--- config.mk ---
export PLATFORM = sky130hd
export DESIGN_NAME = bank_gpio_ctrl
export DESIGN_NICKNAME = d
export VERILOG_FILES = /design/src/rtl/bgpio_pkg.sv /design/src/rtl/bgpio_sync.sv /design/src/rtl/bgpio_pad.sv /design/src/rtl/bank_gpio_ctrl.sv
export SDC_FILE = /design/constraint.sdc
export NUM_CORES = 1
export LEC_CHECK = 0
export ABC_AREA = 1
export BUFFER_PORTS_ARGS = -buffer_cell sky130_fd_sc_hd__buf_4
export CORE_MARGIN = 8
export CORE_UTILIZATION = 45
export CTS_CLUSTER_DIAMETER = 150
export DETAILED_ROUTE_END_ITERATION = 10
export HOLD_SLACK_MARGIN = 0.15
export PLACE_DENSITY_LB_ADDON = 0.08
export SLEW_MARGIN = 40
export SYNTH_ARGS = -nofsm -noshare
export SYNTH_HDL_FRONTEND = slang
export SYNTH_SLANG_ARGS = --single-unit
--- constraint.sdc ---
create_clock -name clk -period 4 [get_ports clk]
set_input_delay 0.2 -clock clk [delete_from_list [all_inputs] [get_ports clk]]
set_output_delay 0.2 -clock clk [all_outputs]
set_load 0.005 [all_outputs]
--- src/rtl/bgpio_pkg.sv ---
package bgpio_pkg;
  localparam int NUM_PINS  = 16;
  localparam int NUM_BANKS = 4;
  localparam int MODE_W    = 4;
  localparam int BUS_W     = 32;

  typedef logic [MODE_W-1:0] mode_t;

  localparam mode_t MODE_IN  = 4'h1;
  localparam mode_t MODE_OUT = 4'h8;

  function automatic int bank_pins(input int b);
    case (b)
      0:       return 2;
      1:       return 4;
      2:       return 4;
      default: return 6;
    endcase
  endfunction

  function automatic int bank_base(input int b);
    int s;
    s = 0;
    for (int k = 0; k < NUM_BANKS; k++)
      if (k < b) s += bank_pins(k);
    return s;
  endfunction

  function automatic int max_bank_pins();
    int m;
    m = 0;
    for (int k = 0; k < NUM_BANKS; k++)
      if (bank_pins(k) > m) m = bank_pins(k);
    return m;
  endfunction

  function automatic int pin_bank(input int p);
    int r;
    r = 0;
    for (int k = 0; k < NUM_BANKS; k++)
      if (p >= bank_base(k)) r = k;
    return r;
  endfunction

  function automatic int pin_idx(input int p);
    return p - bank_base(pin_bank(p));
  endfunction
endpackage

--- src/rtl/bgpio_sync.sv ---
module bgpio_sync #(
  parameter int WIDTH = 16
) (
  input  logic             clk,
  input  logic             rst,
  input  logic [WIDTH-1:0] din,
  output logic [WIDTH-1:0] dout
);
  logic [WIDTH-1:0] stage1_q;
  logic [WIDTH-1:0] stage2_q;

  always_ff @(posedge clk) begin
    if (rst) begin
      stage1_q <= '0;
      stage2_q <= '0;
    end else begin
      stage1_q <= din;
      stage2_q <= stage1_q;
    end
  end

  assign dout = stage2_q;

  // Cycles since reset, saturating at 2; gates the latency check below.
  logic [1:0] age_q;
  always_ff @(posedge clk) begin
    if (rst) age_q <= 2'd0;
    else if (age_q != 2'd2) age_q <= age_q + 2'd1;
  end

  // the synchronised value is the raw input from exactly two edges earlier
  assert_sync_depth_R10: assert property (@(posedge clk) disable iff (rst)
    (age_q == 2'd2) |-> (dout == $past(din, 2)));
endmodule

--- src/rtl/bgpio_pad.sv ---
module bgpio_pad
  import bgpio_pkg::*;
(
  input  logic  clk,
  input  logic  rst,
  input  mode_t mode,
  input  logic  lvl,
  input  logic  od,
  output logic  pad_out,
  output logic  pad_oe
);
  logic drive_en;
  assign drive_en = (mode == MODE_OUT);

  always_ff @(posedge clk) begin
    if (rst) begin
      pad_out <= 1'b0;
      pad_oe  <= 1'b0;
    end else begin
      pad_out <= drive_en && !od && lvl;
      pad_oe  <= drive_en && (!od || !lvl);
    end
  end

  // any code other than the output code leaves the pad released
  assert_released_R4: assert property (@(posedge clk) disable iff (rst)
    (mode != MODE_OUT) |=> (!pad_oe && !pad_out));

  // push-pull output follows the level bit one cycle later
  assert_push_pull_R3: assert property (@(posedge clk) disable iff (rst)
    (mode == MODE_OUT && !od) |=> (pad_oe && (pad_out == $past(lvl))));

  // open-drain output never drives high, enables only for a low level
  assert_open_drain_R5: assert property (@(posedge clk) disable iff (rst)
    (mode == MODE_OUT && od) |=> (!pad_out && (pad_oe == !$past(lvl))));
endmodule

--- src/rtl/bank_gpio_ctrl.sv ---
module bank_gpio_ctrl
  import bgpio_pkg::*;
#(
  parameter int              ADDR_W     = 12,
  parameter logic [11:0]     LVL_BASE   = 12'h170,
  parameter logic [11:0]     MODE_BASE  = 12'h180,
  parameter logic [11:0]     STYLE_ADDR = 12'h190,
  parameter int              REG_STRIDE = 4
) (
  input  logic                clk,
  input  logic                rst,
  input  logic [ADDR_W-1:0]   bus_addr,
  input  logic                bus_we,
  input  logic [BUS_W-1:0]    bus_wdata,
  output logic [BUS_W-1:0]    bus_rdata,
  input  logic [NUM_PINS-1:0] pad_in,
  output logic [NUM_PINS-1:0] pad_out,
  output logic [NUM_PINS-1:0] pad_oe
);
  localparam int MODE_SPAN = MODE_W * max_bank_pins();
  localparam int B0_PINS   = bank_pins(0);

  function automatic logic [ADDR_W-1:0] lvl_addr(input int b);
    return ADDR_W'(LVL_BASE) + ADDR_W'(b * REG_STRIDE);
  endfunction

  function automatic logic [ADDR_W-1:0] mode_addr(input int b);
    return ADDR_W'(MODE_BASE) + ADDR_W'(b * REG_STRIDE);
  endfunction

  logic [NUM_PINS-1:0] lvl_q;
  logic [NUM_PINS-1:0] od_q;
  mode_t               mode_q [NUM_PINS];
  logic [NUM_PINS-1:0] pin_sync;
  logic [BUS_W-1:0]    rd_next;

  logic unused_wdata_hi;
  assign unused_wdata_hi = ^bus_wdata[BUS_W-1:MODE_SPAN];

  // Register writes: each pin picks its bit/field from its own bank's word
  always_ff @(posedge clk) begin
    if (rst) begin
      lvl_q <= '0;
      od_q  <= '0;
      for (int p = 0; p < NUM_PINS; p++) mode_q[p] <= '0;
    end else if (bus_we) begin
      for (int p = 0; p < NUM_PINS; p++) begin
        if (bus_addr == lvl_addr(pin_bank(p)))
          lvl_q[p] <= bus_wdata[pin_idx(p)];
        if (bus_addr == mode_addr(pin_bank(p)))
          mode_q[p] <= bus_wdata[pin_idx(p)*MODE_W +: MODE_W];
      end
      if (bus_addr == ADDR_W'(STYLE_ADDR))
        od_q <= bus_wdata[NUM_PINS-1:0];
    end
  end

  bgpio_sync #(.WIDTH(NUM_PINS)) u_sync (
    .clk  (clk),
    .rst  (rst),
    .din  (pad_in),
    .dout (pin_sync)
  );

  // Read selection: addresses are disjoint, so at most one group fires
  always_comb begin
    rd_next = '0;
    for (int p = 0; p < NUM_PINS; p++) begin
      if (bus_addr == lvl_addr(pin_bank(p)))
        rd_next[pin_idx(p)] = (mode_q[p] == MODE_OUT) ? lvl_q[p] : pin_sync[p];
      if (bus_addr == mode_addr(pin_bank(p)))
        rd_next[pin_idx(p)*MODE_W +: MODE_W] = mode_q[p];
    end
    if (bus_addr == ADDR_W'(STYLE_ADDR))
      rd_next[NUM_PINS-1:0] = od_q;
  end

  always_ff @(posedge clk) begin
    if (rst) bus_rdata <= '0;
    else     bus_rdata <= rd_next;
  end

  for (genvar p = 0; p < NUM_PINS; p++) begin : g_pad
    bgpio_pad u_pad (
      .clk     (clk),
      .rst     (rst),
      .mode    (mode_q[p]),
      .lvl     (lvl_q[p]),
      .od      (od_q[p]),
      .pad_out (pad_out[p]),
      .pad_oe  (pad_oe[p])
    );
  end

  // bits above the first bank's pins read zero from its level register
  assert_bank0_pad_bits_R8: assert property (@(posedge clk) disable iff (rst)
    (bus_addr == lvl_addr(0)) |=> (bus_rdata[BUS_W-1:B0_PINS] == '0));

  // drive-style register read appears one cycle after its address
  assert_style_read_R9: assert property (@(posedge clk) disable iff (rst)
    (bus_addr == ADDR_W'(STYLE_ADDR)) |=>
      (bus_rdata == {{(BUS_W-NUM_PINS){1'b0}}, $past(od_q)}));

  // a mode write to bank 3 is read back in place one cycle after it lands
  assert_mode_field_R2: assert property (@(posedge clk) disable iff (rst)
    (bus_we && bus_addr == mode_addr(NUM_BANKS-1)) |=>
      (mode_q[NUM_PINS-1] == $past(bus_wdata[(bank_pins(NUM_BANKS-1)-1)*MODE_W +: MODE_W])));
endmodule

==> run_summary.xml <==
<?xml version="1.0" encoding="UTF-8"?>
<metrics>
  <group name="layout">
    <metric name="antenna_cells_inserted" unit="">0</metric>
    <metric name="layout.area.seq" unit="µm²">4324</metric>
    <metric name="finalNonFillerCells" unit="">1217</metric>
    <metric name="fillers" unit="">1521</metric>
    <metric name="multiInputGateArea" unit="µm²">2171</metric>
    <metric name="stdcell_area" unit="µm²">9313</metric>
    <metric name="area.growth.synth_to_final" unit="%">25.28</metric>
    <metric name="drive_above_1_share" unit="%">16.15</metric>
    <metric name="finish.net_count" unit="">1047</metric>
  </group>
  <group name="global_routing">
    <metric name="first_global_vias" unit="">5782</metric>
    <metric name="grt_antenna_before_repair" unit="">0</metric>
    <metric name="grt.overflow.total" unit="">0</metric>
    <metric name="grt_start_max_net_pins" unit="">78</metric>
    <metric name="grt_first_pass_wirelength" unit="µm">29590</metric>
    <metric name="grtUsageTotal" unit="%">18.79</metric>
  </group>
  <group name="logic_synthesis">
    <metric name="cell_area_after_technology_mapping" unit="µm²">7433</metric>
    <metric name="synthesis.area_per_instance" unit="µm²">8.633</metric>
    <metric name="synth_warnings" unit="">0</metric>
    <metric name="post_synthesis_register_bit_count" unit="">184</metric>
    <metric name="synth.lib_cells_used.distinct" unit="">32</metric>
    <metric name="synth_cells" unit="">861</metric>
    <metric name="cell_type_contributing_the_most_total_cell_area_after_synthesis" unit="">sky130_fd_sc_hd__dfxtp_1</metric>
    <metric name="synth-seq-area-share" unit="%">58.17</metric>
    <metric name="cell_types_with_the_largest_area_share_after_synthesis" unit="">sky130_fd_sc_hd__dfxtp_1 (32%), sky130_fd_sc_hd__edfxtp_1 (26%), sky130_fd_sc_hd__inv_1 (7.1%), sky130_fd_sc_hd__nor2_1 (6.0%), sky130_fd_sc_hd__nand2_1 (5.8%)</metric>
    <metric name="synth.top_cell.area_share" unit="%">32.32</metric>
  </group>
  <group name="sta">
    <metric name="timing.final.hold_violations" unit="">0</metric>
    <metric name="rsz_0062_raised_after_global_routing" unit="">false</metric>
    <metric name="tightest_slew" unit="ns">0.7485</metric>
    <metric name="period_minus_slack" unit="ns">2.342</metric>
    <metric name="final.period_utilization" unit="%">58.55</metric>
    <metric name="fin_tns_setup" unit="ns">0</metric>
    <metric name="clock.fmax" unit="MHz">427.0</metric>
    <metric name="finClkSkew" unit="ns">0.01058</metric>
    <metric name="relSlewSlack" unit="%">49.98</metric>
    <metric name="report.final.slew_viol_count" unit="">0</metric>
    <metric name="setup_viol_count_final" unit="">0</metric>
  </group>
  <group name="routing">
    <metric name="post_drt_antenna_nets" unit="">0</metric>
    <metric name="detail_route.vias_per_cell" unit="">4.823</metric>
    <metric name="avg_wl_per_cell" unit="µm">15.64</metric>
    <metric name="drt-total-wl" unit="µm">19030</metric>
    <metric name="dr.pass1.iters" unit="">5</metric>
    <metric name="drc" unit="">0</metric>
    <metric name="first_iter_violations" unit="">449</metric>
    <metric name="vias" unit="">5869</metric>
  </group>
  <group name="worst_setup_path">
    <metric name="worst_path_dominant_cell_family" unit="">simple AND/OR/NAND/NOR gates</metric>
    <metric name="worst_r2r_path_depth" unit="">9</metric>
    <metric name="worst_r2r_startpoint" unit="">mode_q[1][5]$_SDFFCE_PN0P_</metric>
    <metric name="worst-setup-path-type" unit="">input pin to flop</metric>
    <metric name="crit_path_start_kind" unit="">input pin</metric>
    <metric name="crit_path_start" unit="">bus_addr[6]</metric>
    <metric name="r2r-end" unit="">bus_rdata[3]$_SDFF_PP0_</metric>
    <metric name="setup.reg_to_reg.worst_slack" unit="ns">2.19</metric>
    <metric name="crit_slowest_cell" unit="">sky130_fd_sc_hd__nand2_1</metric>
    <metric name="worst_setup_path_end_kind" unit="">flop</metric>
    <metric name="crit_end" unit="">mode_q[0][9]$_SDFFCE_PN0P_</metric>
    <metric name="path_cells" unit="">buf_4 &gt; inv_1 &gt; nand3_1 &gt; nor2_1 &gt; nand3_2 &gt; inv_2 &gt; nand2_2 &gt; nand2_1</metric>
    <metric name="worst_path_largest_cell_delay" unit="ns">0.65</metric>
    <metric name="cp_num_cells" unit="">8</metric>
    <metric name="critical_path.n_buffers_inverters" unit="">3</metric>
    <metric name="path_max_fanout" unit="">17</metric>
    <metric name="worst_ep_required_time" unit="ns">4.05</metric>
    <metric name="worstPathArrival" unit="ns">2.40</metric>
  </group>
  <group name="placed_design">
    <metric name="dp_hpwl" unit="µm">13570</metric>
    <metric name="post_dp_cell_area" unit="µm²">8183</metric>
    <metric name="finalWeightedCongestion" unit="">0.8744</metric>
    <metric name="io_buffers" unit="">110</metric>
    <metric name="dp.cells" unit="">1134</metric>
  </group>
  <group name="clocking">
    <metric name="clkTransAtPathRegs" unit="ns">0.06</metric>
    <metric name="clock_latency" unit="ns">0.43</metric>
    <metric name="post_cts.resized_instances" unit="">0</metric>
    <metric name="ctsRootBufferMaster" unit="">sky130_fd_sc_hd__clkbuf_16</metric>
    <metric name="cts_htree_levels" unit="">4</metric>
    <metric name="cts_num_sinks" unit="">184</metric>
    <metric name="clk_path_buf_depth" unit="">2</metric>
    <metric name="inserted_clock_buffers" unit="">17</metric>
    <metric name="tritoncts_clock_tree" unit="">built</metric>
  </group>
  <group name="floorplan">
    <metric name="floorplan.initialDensity" unit="%">45.47</metric>
    <metric name="die-height" unit="µm">144.5</metric>
    <metric name="core_area" unit="µm²">16350</metric>
    <metric name="floorplan.rows" unit="">47</metric>
    <metric name="dieWidth" unit="µm">144.5</metric>
    <metric name="die-area" unit="µm²">20890</metric>
    <metric name="io_pins" unit="">127</metric>
  </group>
  <group name="job">
    <metric name="timing.max_cap.violations" unit="">0</metric>
  </group>
  <group name="status">
    <metric name="status" unit="">completed</metric>
  </group>
  <group name="power">
    <metric name="ir_worst_vdd" unit="V">0.0002972</metric>
    <metric name="power_density" unit="nW/µm²">423.9</metric>
    <metric name="leakagePower" unit="nW">4.022</metric>
  </group>
  <group name="hold_path">
    <metric name="holdCritPathClass" unit="">input pin to flop</metric>
  </group>
</metrics>
[metal layers]
metal	wire [µm]	GRT usage, %
met1	8183	23.10
met2	8986	30.43
met3	1441	4.853
met4	420	8.543
met5	0	0
[placed cells by master (no fill, tap or decap), types with 13 or more instances in the layout]
cell and n:
sky130_fd_sc_hd__clkbuf_16 18, sky130_fd_sc_hd__edfxtp_1 64, sky130_fd_sc_hd__dfxtp_1 120, sky130_fd_sc_hd__o21ai_0 60, sky130_fd_sc_hd__buf_4 116, sky130_fd_sc_hd__nand3_1 31
sky130_fd_sc_hd__inv_1 140, sky130_fd_sc_hd__a211oi_1 13, sky130_fd_sc_hd__nand2_1 115, sky130_fd_sc_hd__nor2_1 118, sky130_fd_sc_hd__dlygate4sd3_1 51, sky130_fd_sc_hd__a21oi_1 49
sky130_fd_sc_hd__nor3_1 32
[synth_stat cells (all sizes together)]
library cell and number:
buf 51, nor4 8, a21oi 49, and3 1, a211oi 13, dfxtp 120, clkbuf 20, o22ai 1
a31oi 8, clkinv 2, nand4 6, nand3 32, edfxtp 64, a41oi 4, conb 1, nand2 117
nor2 123, nor3 33, inv 142, o211ai 2, or2 1, o21ai 61, nor4b 2
[logic make-up (layout without fill, tap and decap cells)]
kind of cell	after synthesis	count (layout)	synth area share (%)
flops	184	184	58.17
compound gates	138	138	10.15
buf+inv	215	344	13.15
other cells	1	8	0.05045
simple gates	323	323	18.48
[area by class of cell]
type                       instances  area share [%]
inverter                         144           5.804
sequential                       184           46.43
clock inverter                     8           1.142
tap                              220           2.956
clock buffer                      24           5.401
timing repair buffer             168           14.95
multi-input combinational        469           23.31
[worst min-delay path, delay by kind of cell]
family	cells	cell delay, ns
buffers and inverters	2	0.26
AO/OA/AOI/OAI	1	0.07
AND/OR/NAND/NOR	1	0.07
[per-stage QoR]
step	util [%]	hold WS (ns)	worst slack [ns]	total power [mW]
detailed placement	50.05	0.3933	1.220	2.240
floorplan	-	0.3070	0.9458	2.157
global placement	50.04	0.3921	1.376	2.235
CTS	56.90	0.2115	1.378	3.978
finish	56.96	0.2199	1.658	3.948
global route	56.96	0.2292	1.512	4.084
[worst min-delay path by stage]
stage / start / end / slack, ns / cells past startpoint
2_1_floorplan: pad_in[0] / u_sync.stage1_q[0]$_SDFF_PP0_ / 0.31 / 2
3_3_place_gp: u_sync.stage1_q[12]$_SDFF_PP0_ / u_sync.dout[12]$_SDFF_PP0_ / 0.39 / 2
3_5_place_dp: u_sync.stage1_q[0]$_SDFF_PP0_ / u_sync.dout[0]$_SDFF_PP0_ / 0.39 / 2
4_1_cts: bus_we / lvl_q[0]$_SDFFE_PP0P_ / 0.21 / 4
5_1_grt: bus_we / lvl_q[1]$_SDFFE_PP0P_ / 0.23 / 4
6_report: bus_we / lvl_q[1]$_SDFFE_PP0P_ / 0.22 / 4
[timing repair]
| item | CTS | global route |
|---|---|---|
| endpoints found under the hold margin | 74 | 0 |
| hold buffers | 51 | 0 |
| setup buffers | 0 | 0 |
[state kept, by name, indices dropped and copies added, names as in the netlist]
signal,count
bus_rdata,24
g_pad.u_pad.pad_oe,16
g_pad.u_pad.pad_out,16
lvl_q,16
mode_q,64
od_q,16
u_sync.dout,16
u_sync.stage1_q,16
[where the power goes]
| part | internal [mW] | switching [mW] | total (mW) |
|---|---|---|---|
| clock network | 1.01 | 0.692 | 1.71 |
| registers | 1.99 | 0.0270 | 2.02 |
| logic | 0.0993 | 0.121 | 0.220 |
(Power assumes the default switching activity.)
